`src/rtl/ir_carrier_pkg.sv`:
```
package ir_carrier_pkg;
  typedef enum logic [1:0] {
    REG_SHAPE  = 2'd0,
    REG_PERIOD = 2'd1,
    REG_ENABLE = 2'd2,
    REG_NONE   = 2'd3
  } reg_addr_e;
endpackage

```
`src/rtl/ir_ref_taps.sv`:
```
module ir_ref_taps #(
  parameter int SEL_W    = 2,
  parameter int TAP_STEP = 1
) (
  input  logic             clk,
  input  logic             rst_n,
  input  logic [SEL_W-1:0] sel_i,
  output logic             tick_o
);
  localparam int NUM_REF = 1 << SEL_W;
  localparam int PRE_W   = (NUM_REF - 1) * TAP_STEP;

  logic [PRE_W-1:0]   pre_q;
  logic [NUM_REF-1:0] taps;

  always_ff @(posedge clk) begin
    if (!rst_n) pre_q <= '0;
    else        pre_q <= pre_q + 1'b1;
  end

  for (genvar k = 0; k < NUM_REF; k++) begin : g_tap
    if (k == 0) begin : g_full
      assign taps[k] = 1'b1;
    end else begin : g_div
      assign taps[k] = &pre_q[k*TAP_STEP-1:0];
    end
  end

  assign tick_o = taps[sel_i];
endmodule

```
`src/rtl/ir_cfg_regs.sv`:
```
module ir_cfg_regs
  import ir_carrier_pkg::*;
#(
  parameter int CNT_W = 6,
  parameter int SEL_W = 2
) (
  input  logic                   clk,
  input  logic                   rst_n,
  input  logic                   we_i,
  input  logic [1:0]             addr_i,
  input  logic [CNT_W+SEL_W-1:0] wdata_i,
  output logic [CNT_W-1:0]       width_o,
  output logic [CNT_W-1:0]       period_o,
  output logic [SEL_W-1:0]       sel_o,
  output logic                   en_o
);
  localparam int DATA_W = CNT_W + SEL_W;

  always_ff @(posedge clk) begin
    if (!rst_n) begin
      width_o  <= '0;
      period_o <= '0;
      sel_o    <= '0;
      en_o     <= 1'b0;
    end else if (we_i) begin
      case (reg_addr_e'(addr_i))
        REG_SHAPE: begin
          sel_o   <= wdata_i[DATA_W-1:CNT_W];
          width_o <= wdata_i[CNT_W-1:0];
        end
        REG_PERIOD: period_o <= wdata_i[CNT_W-1:0];
        REG_ENABLE: en_o     <= wdata_i[0];
        default: ;
      endcase
    end
  end
endmodule

```
`src/rtl/ir_carrier_core.sv`:
```
module ir_carrier_core #(
  parameter int CNT_W = 6,
  parameter int SEL_W = 2
) (
  input  logic             clk,
  input  logic             rst_n,
  input  logic             en_i,
  input  logic             tick_i,
  input  logic [CNT_W-1:0] width_i,
  input  logic [CNT_W-1:0] period_i,
  input  logic [SEL_W-1:0] sel_i,
  output logic [SEL_W-1:0] sel_act_o,
  output logic             carrier_o
);
  logic [CNT_W-1:0] cnt_q, width_act, period_act;
  logic             wrap;

  assign wrap = en_i && tick_i && (cnt_q == period_act);

  always_ff @(posedge clk) begin
    if (!rst_n) begin
      cnt_q      <= '0;
      width_act  <= '0;
      period_act <= '0;
      sel_act_o  <= '0;
    end else if (!en_i || wrap) begin
      cnt_q      <= '0;
      width_act  <= width_i;
      period_act <= period_i;
      sel_act_o  <= sel_i;
    end else if (tick_i) begin
      cnt_q <= cnt_q + 1'b1;
    end
  end

  assign carrier_o = en_i && (cnt_q < width_act);

  assert_cnt_in_range_R3: assert property (@(posedge clk) disable iff (!rst_n)
    cnt_q <= period_act);
  assert_step_on_tick_R2: assert property (@(posedge clk) disable iff (!rst_n)
    (en_i && !tick_i) |=> $stable(cnt_q));
  assert_held_when_off_R5: assert property (@(posedge clk) disable iff (!rst_n)
    !en_i |=> (cnt_q == '0));
  assert_zero_width_low_R4: assert property (@(posedge clk) disable iff (!rst_n)
    (width_act == '0) |-> !carrier_o);
  assert_shape_kept_R6: assert property (@(posedge clk) disable iff (!rst_n)
    (en_i && !wrap) |=> ($stable(width_act) && $stable(period_act)));
endmodule

```
`src/rtl/ir_carrier_gen.sv`:
```
module ir_carrier_gen #(
  parameter int CNT_W    = 6,
  parameter int SEL_W    = 2,
  parameter int TAP_STEP = 1
) (
  input  logic                   clk,
  input  logic                   rst_n,
  input  logic                   cfg_we_i,
  input  logic [1:0]             cfg_addr_i,
  input  logic [CNT_W+SEL_W-1:0] cfg_wdata_i,
  input  logic                   pin_sel_i,
  input  logic                   gpio_i,
  output logic                   carrier_o,
  output logic                   pad_o
);
  logic [CNT_W-1:0] width_s, period_s;
  logic [SEL_W-1:0] sel_s, sel_act;
  logic             en_s, tick;

  ir_cfg_regs #(.CNT_W(CNT_W), .SEL_W(SEL_W)) u_regs (
    .clk(clk), .rst_n(rst_n), .we_i(cfg_we_i), .addr_i(cfg_addr_i),
    .wdata_i(cfg_wdata_i), .width_o(width_s), .period_o(period_s),
    .sel_o(sel_s), .en_o(en_s)
  );

  ir_ref_taps #(.SEL_W(SEL_W), .TAP_STEP(TAP_STEP)) u_taps (
    .clk(clk), .rst_n(rst_n), .sel_i(sel_act), .tick_o(tick)
  );

  ir_carrier_core #(.CNT_W(CNT_W), .SEL_W(SEL_W)) u_core (
    .clk(clk), .rst_n(rst_n), .en_i(en_s), .tick_i(tick),
    .width_i(width_s), .period_i(period_s), .sel_i(sel_s),
    .sel_act_o(sel_act), .carrier_o(carrier_o)
  );

  assign pad_o = pin_sel_i ? carrier_o : gpio_i;

  assert_pad_route_R8: assert property (@(posedge clk) disable iff (!rst_n)
    pin_sel_i |-> (pad_o == carrier_o));
  assert_reset_low_R1: assert property (@(posedge clk)
    !rst_n |=> !carrier_o);
endmodule

```
`config.mk`:
```
export PLATFORM = sky130hd
export DESIGN_NAME = ir_carrier_gen
export DESIGN_NICKNAME = d
export VERILOG_FILES = /design/src/rtl/ir_carrier_pkg.sv /design/src/rtl/ir_ref_taps.sv /design/src/rtl/ir_cfg_regs.sv /design/src/rtl/ir_carrier_core.sv /design/src/rtl/ir_carrier_gen.sv
export SDC_FILE = /design/constraint.sdc
export NUM_CORES = 1
export LEC_CHECK = 0
export ABC_AREA = 1
export BUFFER_PORTS_ARGS = -buffer_cell sky130_fd_sc_hd__clkbuf_2
export CORE_MARGIN = 3
export CORE_UTILIZATION = 52
export DETAILED_ROUTE_END_ITERATION = 8
export GPL_TIMING_DRIVEN = 0
export PLACE_DENSITY = 0.74
export SYNTH_ARGS = -nofsm -noshare
export SYNTH_HDL_FRONTEND = slang
export SYNTH_SLANG_ARGS = --single-unit
```
`constraint.sdc`:
```
create_clock -name clk -period 1.7 [get_ports clk]
set_input_delay 0.255 -clock clk [delete_from_list [all_inputs] [get_ports clk]]
set_output_delay 0.255 -clock clk [all_outputs]
set_load 0.1 [all_outputs]
```
==> reports/qor.yml, run 1 <==
placed_design:
  dp_cells: 311
  place_hpwl_um: 2709
  port_buffers: 16
  gp_congestion: 0.7469
  post_dp_cell_area_um2: 2047
  pre_cts_slack_ns: -0.1688
setup_path:
  end_kind: "output port"
  critPathMaxStageDelay_ns: 0.34
  cp_cell_sequence: "inv_2, ha_4, a211oi_4, nand3_4, a21oi_4, clkbuf_16"
  worstPathMaxFanout: 2
  cp_top_family: "compound AO/OA/AOI/OAI gates"
  cp_slowest_cell: "dfxtp_2"
  r2r_slack_ns: 0.04
  critical_path_class: "reg -> out"
  required_ns: 1.44
  path_buf_inv: 2
  cp.arrival_ns: 1.73
  critPathLaunchType: "register"
drt:
  num_vias: 1602
  drcViolationCount: 0
  drt_first_iter_violations: 68
  dr.pass1.iters: 4
  via_per_inst: 4.884
  routed_wirelength_um: 3996
  ant_nets: 0
  post_drt_wl_per_cell_um: 12.18
power:
  p_seq_frac: 0.501
  power.share.switching: 0.3002
  p_int_mw: 1.336
  power_mw: 1.910
  p_comb_frac: 0.243
  p_per_area_nw_per_um2: 808.0
  power.switching_mw: 0.5734
  peakVddDrop_uv: 568.7
  pwr-share-clk: 0.255
  p_leak_nw: 0.9586
die:
  fp.dieH_um: 65.68
  ios: 17
  die_width_um: 65.68
  core_area_um2: 3390
  rows: 21
  dieArea_um2: 4313
  start_util: 0.5463
logic_synthesis:
  ys_warn_count: 0
  syn-mean-instance-area_um2: 7.437
  yosysSeqAreaShare: 0.4108
  ys_types: 26
  synth-main-ff-cell: "dfxtp_1"
  synthArstFlopShare: 0
  synth_area_leaders: "dfxtp_1, nor2_1, nand2_1, inv_1, nand3_1"
  yosys.area.top_type: "dfxtp_1"
  syn_nets: 272
  synth_cells: 249
  netlist_top_cells_count: "dfxtp_1, nor2_1, nand2_1"
  yosys_register_bits: 38
  synth_top_area_share: 0.4108
  syn_area_um2: 1852
  synth_edf_count: 0
timing:
  period_needed_ns: 1.984
  max_freq_mhz: 504.0
  grt_setup_unrepaired: "yes"
  hold_viol: 0
  worst_pin_slew_ns: 0.5359
  finalSetupTns_ns: -0.5646
  slew_headroom: 0.6427
  clock_skew_ns: 0.006894
  hold_slack_ns: 0.1271
  slew_viol_final: 0
  finalCritPeriodShare: 1.167
  setup_ws_ns: -0.2841
  setup_viol: 2
cells_and_area:
  area_growth_syn_to_layout_pct: 27.64
  multi_input_area_um2: 1051
  drive_gt1_frac: 0.3014
  diodes: 0
  ff_latch_area_um2: 784.5
  n_fill_cell: 280
  fin_cells: 328
  design_area_um2: 2364
  final_nets: 304
  final_util: 0.6973
cts:
  cts_root_buf: "clkbuf_4"
  htree_levels: 2
  cts.sinks: 38
  cts_buffers: 5
  cts_tree: "yes"
  clk_pin_slew_worst_paths_ns: 0.11
  clk_latency_ns: 0.34
  cts.path.max_buffers: 2
run_status:
  failed_checks: "setup timing"
  outcome: "finished, violations left"
grt:
  antenna_found_initial: 0
  grt-ovfl-total: 0
  grt_start_max_net_pins: 12
  grt_usage: 0.1970
  grt_pass1_vias: 1451
  grt_pass1_wl_um: 6472
run:
  maxCapViolCount: 0
min_path:
  min_path_type: "in -> reg"
==> power groups by stage <==
| stage | clock, mW | sequential (mW) | combinational [mW] |
|---|---|---|---|
| finish | 0.488 | 0.958 | 0.465 |
| global route | 0.532 | 0.963 | 0.510 |
| CTS | 0.500 | 0.957 | 0.385 |
| detailed placement | 0 | 0.979 | 0.355 |
| global placement | 0 | 0.978 | 0.351 |
| floorplan | 0 | 0.972 | 0.282 |
==> logic make-up after synthesis <==
kind of cell	count (synthesis)	share of synthesized area
AO/OA/AOI/OAI	43	0.1378
adder cells (fa/ha/maj)	8	0.05406
XOR/XNOR	8	0.03784
buffers and inverters	45	0.1054
flip-flops	38	0.4108
AND/OR/NAND/NOR	107	0.2541
==> worst reg2reg max path: stages, from the launching register on <==
cell and delay [ns]:
dfxtp_4 0.39, ha_4 0.14, ha_2 0.16, nand2_1 0.06
nand3_2 0.08, nand2_4 0.07, nor2_4 0.10, nand2_4 0.08
buf_8 0.14, buf_12 0.14, a21oi_4 0.13, nor2_1 0.06
==> per-layer routing <==
layer | up-vias | GRT usage | part of all wire
met1 | 700 | 0.2550 | 0.46
li1 | 854 | - | -
met5 | - | 0 | 0
met2 | 36 | 0.3141 | 0.48
met3 | 12 | 0.04786 | 0.043
met4 | 0 | 0.07513 | 0.021
==> path summary, 6_finish.rpt <==
path                       start                   to  cells after the start
min               cfg_wdata_i[7]      u_regs.sel_o[1]                      3
max          u_core.width_act[5]                pad_o                      6
min reg2reg   u_regs.period_o[3]   u_regs.period_o[3]                      2
max reg2reg      u_taps.pre_q[0]  u_core.width_act[4]                     11
==> placed cells by master (no fill, tap or decap), types with 3 or more instances in the layout <==
master	count
nand2_1	34
xnor2_1	7
nand3_1	20
a21oi_4	3
inv_2	6
dfxtp_1	29
ha_4	5
clkbuf_4	6
a21oi_2	9
clkbuf_1	5
a21oi_1	13
nor2_1	37
dfxtp_2	4
dfxtp_4	5
o21ai_0	15
buf_4	8
clkbuf_16	3
inv_1	28
clkbuf_2	14
==> flip-flops by register name, indices dropped and copies added (netlist names) <==
name	count
u_core.period_act	6
u_regs.width_o	6
u_core.sel_act_o	2
u_regs.sel_o	2
u_regs.en_o	1
u_core.cnt_q	6
u_taps.pre_q	3
u_regs.period_o	6
u_core.width_act	6
==> cell type report <==
class,count,area share
inverters,35,0.05717
clock buffers,7,0.02329
clock inverters,1,0.002118
repair buffers,25,0.08682
plain buffers,10,0.02965
well taps,46,0.02435
multi-input cells,166,0.4447
flip-flops and latches,38,0.3319
==> repair_timing <==
action | 4_1_cts | 5_1_grt
pin swaps | 7 | 7
gates cloned | 0 | 1
resized for setup | 27 | 14
setup endpoints to repair | 22 | 17
endpoints found under the hold margin | 0 | 0
setup buffers | 5 | 3
hold buffers | 0 | 0
No activity file was read; power rests on OpenSTA's default activity.
==> run 2: changes to the inputs <==
--- a/config.mk
+++ b/config.mk
@@ -8,10 +8,10 @@
 export ABC_AREA = 1
 export BUFFER_PORTS_ARGS = -buffer_cell sky130_fd_sc_hd__clkbuf_2
 export CORE_MARGIN = 3
-export CORE_UTILIZATION = 52
+export CORE_UTILIZATION = 58
 export DETAILED_ROUTE_END_ITERATION = 8
 export GPL_TIMING_DRIVEN = 0
-export PLACE_DENSITY = 0.74
+export PLACE_DENSITY = 0.78
 export SYNTH_ARGS = -nofsm -noshare
 export SYNTH_HDL_FRONTEND = slang
 export SYNTH_SLANG_ARGS = --single-unit
==> constraint.sdc (replaced) <==
create_clock -name clk -period 2.1 [get_ports clk]
set_input_delay 0.315 -clock clk [delete_from_list [all_inputs] [get_ports clk]]
set_output_delay 0.315 -clock clk [all_outputs]
set_load 0.1 [all_outputs]
==> run 2 against run 1 <==
The run now ends clean. Hold slack improved by 0.051 ns. Sequential power decreased by 19%. Final cell count decreased by 2.4%. Routed wire length decreased by 7.9%. Register-to-register slack improved by 0.19 ns. Global-route usage increased by 0.78 points. First-iteration DRC count decreased by 1.5%. Via count decreased by 0.37%. Core utilization increased by 6.5 points. Clock skew decreased by 0.0019 ns.
==> reports/qor.yml, run 2 (synthesized netlist as in run 1, its figures left out) <==
run_status:
  outcome: "complete, no violations"
die:
  die_width_um: 62.51  # -4.8%
  fp.dieH_um: 62.51  # -4.8%
  start_util: 0.6385  # +0.09215
  ios: 17  # unchanged
  dieArea_um2: 3907  # -9.4%
  rows: 19  # -9.5%
  core_area_um2: 2900  # -14%
drt:
  drcViolationCount: 0  # unchanged
  via_per_inst: 4.988  # +2.1%
  ant_nets: 0  # unchanged
  post_drt_wl_per_cell_um: 11.50  # -5.6%
  drt_first_iter_violations: 67  # -1.5%
  num_vias: 1596  # -0.37%
  dr.pass1.iters: 4  # unchanged
  routed_wirelength_um: 3680  # -7.9%
setup_path:
  cp.arrival_ns: 1.74  # about the same
  worstPathMaxFanout: 5  # +3
  end_kind: "output port"
  required_ns: 1.78  # +0.34 ns
  critPathLaunchType: "register"
  timing.rr.end: "u_core.sel_act_o[1]"
  worstReg2RegStart: "u_taps.pre_q[0]"
  crit_end: "pad_o"
  startpoint: "u_core.cnt_q[4]"
  r2r_slack_ns: 0.23  # +0.19 ns
  critical_path_class: "reg -> out"
  reg2reg_depth: 11  # unchanged
power:
  p_leak_nw: 0.9320  # -2.8%
  power.switching_mw: 0.4591  # -20%
  p_int_mw: 1.122  # -16%
  p_comb_frac: 0.189  # -0.054
  p_per_area_nw_per_um2: 714.7  # -12%
  power_mw: 1.581  # -17%
  pwr-share-clk: 0.321  # +0.066
  p_seq_frac: 0.490  # -0.011
  peakVddDrop_uv: 603.3  # +6.1%
  power.share.switching: 0.2904  # -0.009839
cts:
  cts.path.max_buffers: 2  # unchanged
  cts_tree: "yes"
  cts_root_buf: "clkbuf_4"
  clk_pin_slew_worst_paths_ns: 0.12  # about the same
  htree_levels: 2  # unchanged
  cts.sinks: 38  # unchanged
  cts_buffers: 5  # unchanged
  clk_latency_ns: 0.35  # about the same
cells_and_area:
  layout_commonest_cell: "nor2_1"
  final_util: 0.7627  # +0.06542
  ff_latch_area_um2: 774.5  # -1.3%
  drive_gt1_frac: 0.2446  # -0.05681
  multi_input_area_um2: 960.9  # -8.6%
  n_fill_cell: 255  # -8.9%
  area_growth_syn_to_layout_pct: 19.46
  fin_cells: 320  # -2.4%
  final_cell_mix: "nor2_1, nand2_1, dfxtp_1, inv_1, nand3_1"
  final_nets: 300  # -1.3%
  diodes: 0  # unchanged
timing:
  hold_viol: 0  # unchanged
  worst_pin_slew_ns: 0.4662  # -0.06973 ns
  clock_skew_ns: 0.005020  # -0.001874 ns
  slew_viol_final: 0  # unchanged
  hold_slack_ns: 0.1777  # +0.05055 ns
  max_freq_mhz: 487.0
  slew_headroom: 0.6892  # +0.04649
  setup_viol: 0  # -2
  finalCritPeriodShare: 0.9778
  period_needed_ns: 2.053
grt:
  grt-ovfl-total: 0  # unchanged
  grt_usage: 0.2048  # +0.007783
  antenna_found_initial: 0  # unchanged
  grt_pass1_wl_um: 6534  # +0.96%
  grt_start_max_net_pins: 14  # +2
  grt_pass1_vias: 1514  # +4.3%
run:
  maxCapViolCount: 0  # unchanged
placed_design:
  gp_congestion: 0.7343  # -1.7%
  port_buffers: 16  # unchanged
  dp_cells: 307  # -1.3%
  place_hpwl_um: 2601  # -4.0%
min_path:
  whs_path_depth: 3  # unchanged
  min_path_type: "in -> reg"
## run 2: cell count changes in the layout (fill, tap and decap cells not counted), sizes merged
cell / before / now
buf: 13 / 11
inv: 34 / 35
bufinv: 0 / 1
clkinvlp: 1 / 2
clkbuf: 29 / 25
clkinv: 1 / 0
## run 2: final cells by class
| type | count | area share |
|---|---|---|
| Buffer | 10 | 0.02885 |
| Clock buffer | 5 | 0.01697 |
| Clock inverter | 3 | 0.02036 |
| Inverter | 35 | 0.05939 |
| Multi-Input combinational cell | 166 | 0.4344 |
| Sequential cell | 38 | 0.3501 |
| Tap cell | 42 | 0.02376 |
| Timing Repair Buffer | 21 | 0.06618 |
## run 2: how the worst min path moves through the flow
stage,start,to,slack [ns]
after floorplan,u_regs.period_o[0],u_regs.period_o[0],0.43
after global placement,u_regs.period_o[0],u_regs.period_o[0],0.45
after detailed placement,u_regs.period_o[5],u_regs.period_o[5],0.45
after CTS,cfg_wdata_i[7],u_regs.sel_o[1],0.17
after global routing,cfg_wdata_i[1],u_regs.width_o[1],0.20
final,cfg_wdata_i[7],u_regs.sel_o[1],0.18
## run 2: worst max-delay path, stage by stage (launching register included)
cell and delay [ns]:
dfxtp_4 0.38, ha_1 0.31, nand2_2 0.09, inv_2 0.04, nand4_1 0.08, nand3_2 0.12
a21oi_4 0.16, clkbuf_16 0.21
## run 2: routing by layer
metal,track usage,up-vias,wire [µm]
li1,-,849,-
met1,0.2567,701,1719
met2,0.3435,42,1734
met3,0.03957,4,186
met4,0.08264,0,39
met5,0,-,0
## run 2: power groups by stage
stage / logic, mW / registers [mW] / clock network [mW]
2_1_floorplan: 0.224 / 0.788 / 0
3_3_place_gp: 0.279 / 0.793 / 0
3_5_place_dp: 0.281 / 0.794 / 0
4_1_cts: 0.294 / 0.777 / 0.520
5_1_grt: 0.338 / 0.779 / 0.544
6_report: 0.299 / 0.774 / 0.507
## run 2: through the flow
step	instance area [µm²]	setup TNS, ns	setup WS (ns)
after global placement	1996	0	0.04004
after global routing	2212	-0.02491	-0.02491
after floorplan	1863	0	0.1364
after CTS	2138	0	0.007025
after detailed placement	1996	0	0.05036
final	2212	0	0.04668
## run 2: timing repair
| item | 4_1_cts | 5_1_grt |
|---|---|---|
| setup endpoints to repair | 2 | 2 |
| gates resized for setup | 14 | 10 |
| hold buffers | 0 | 0 |
| pin swaps | 3 | 8 |
| setup buffers | 0 | 5 |
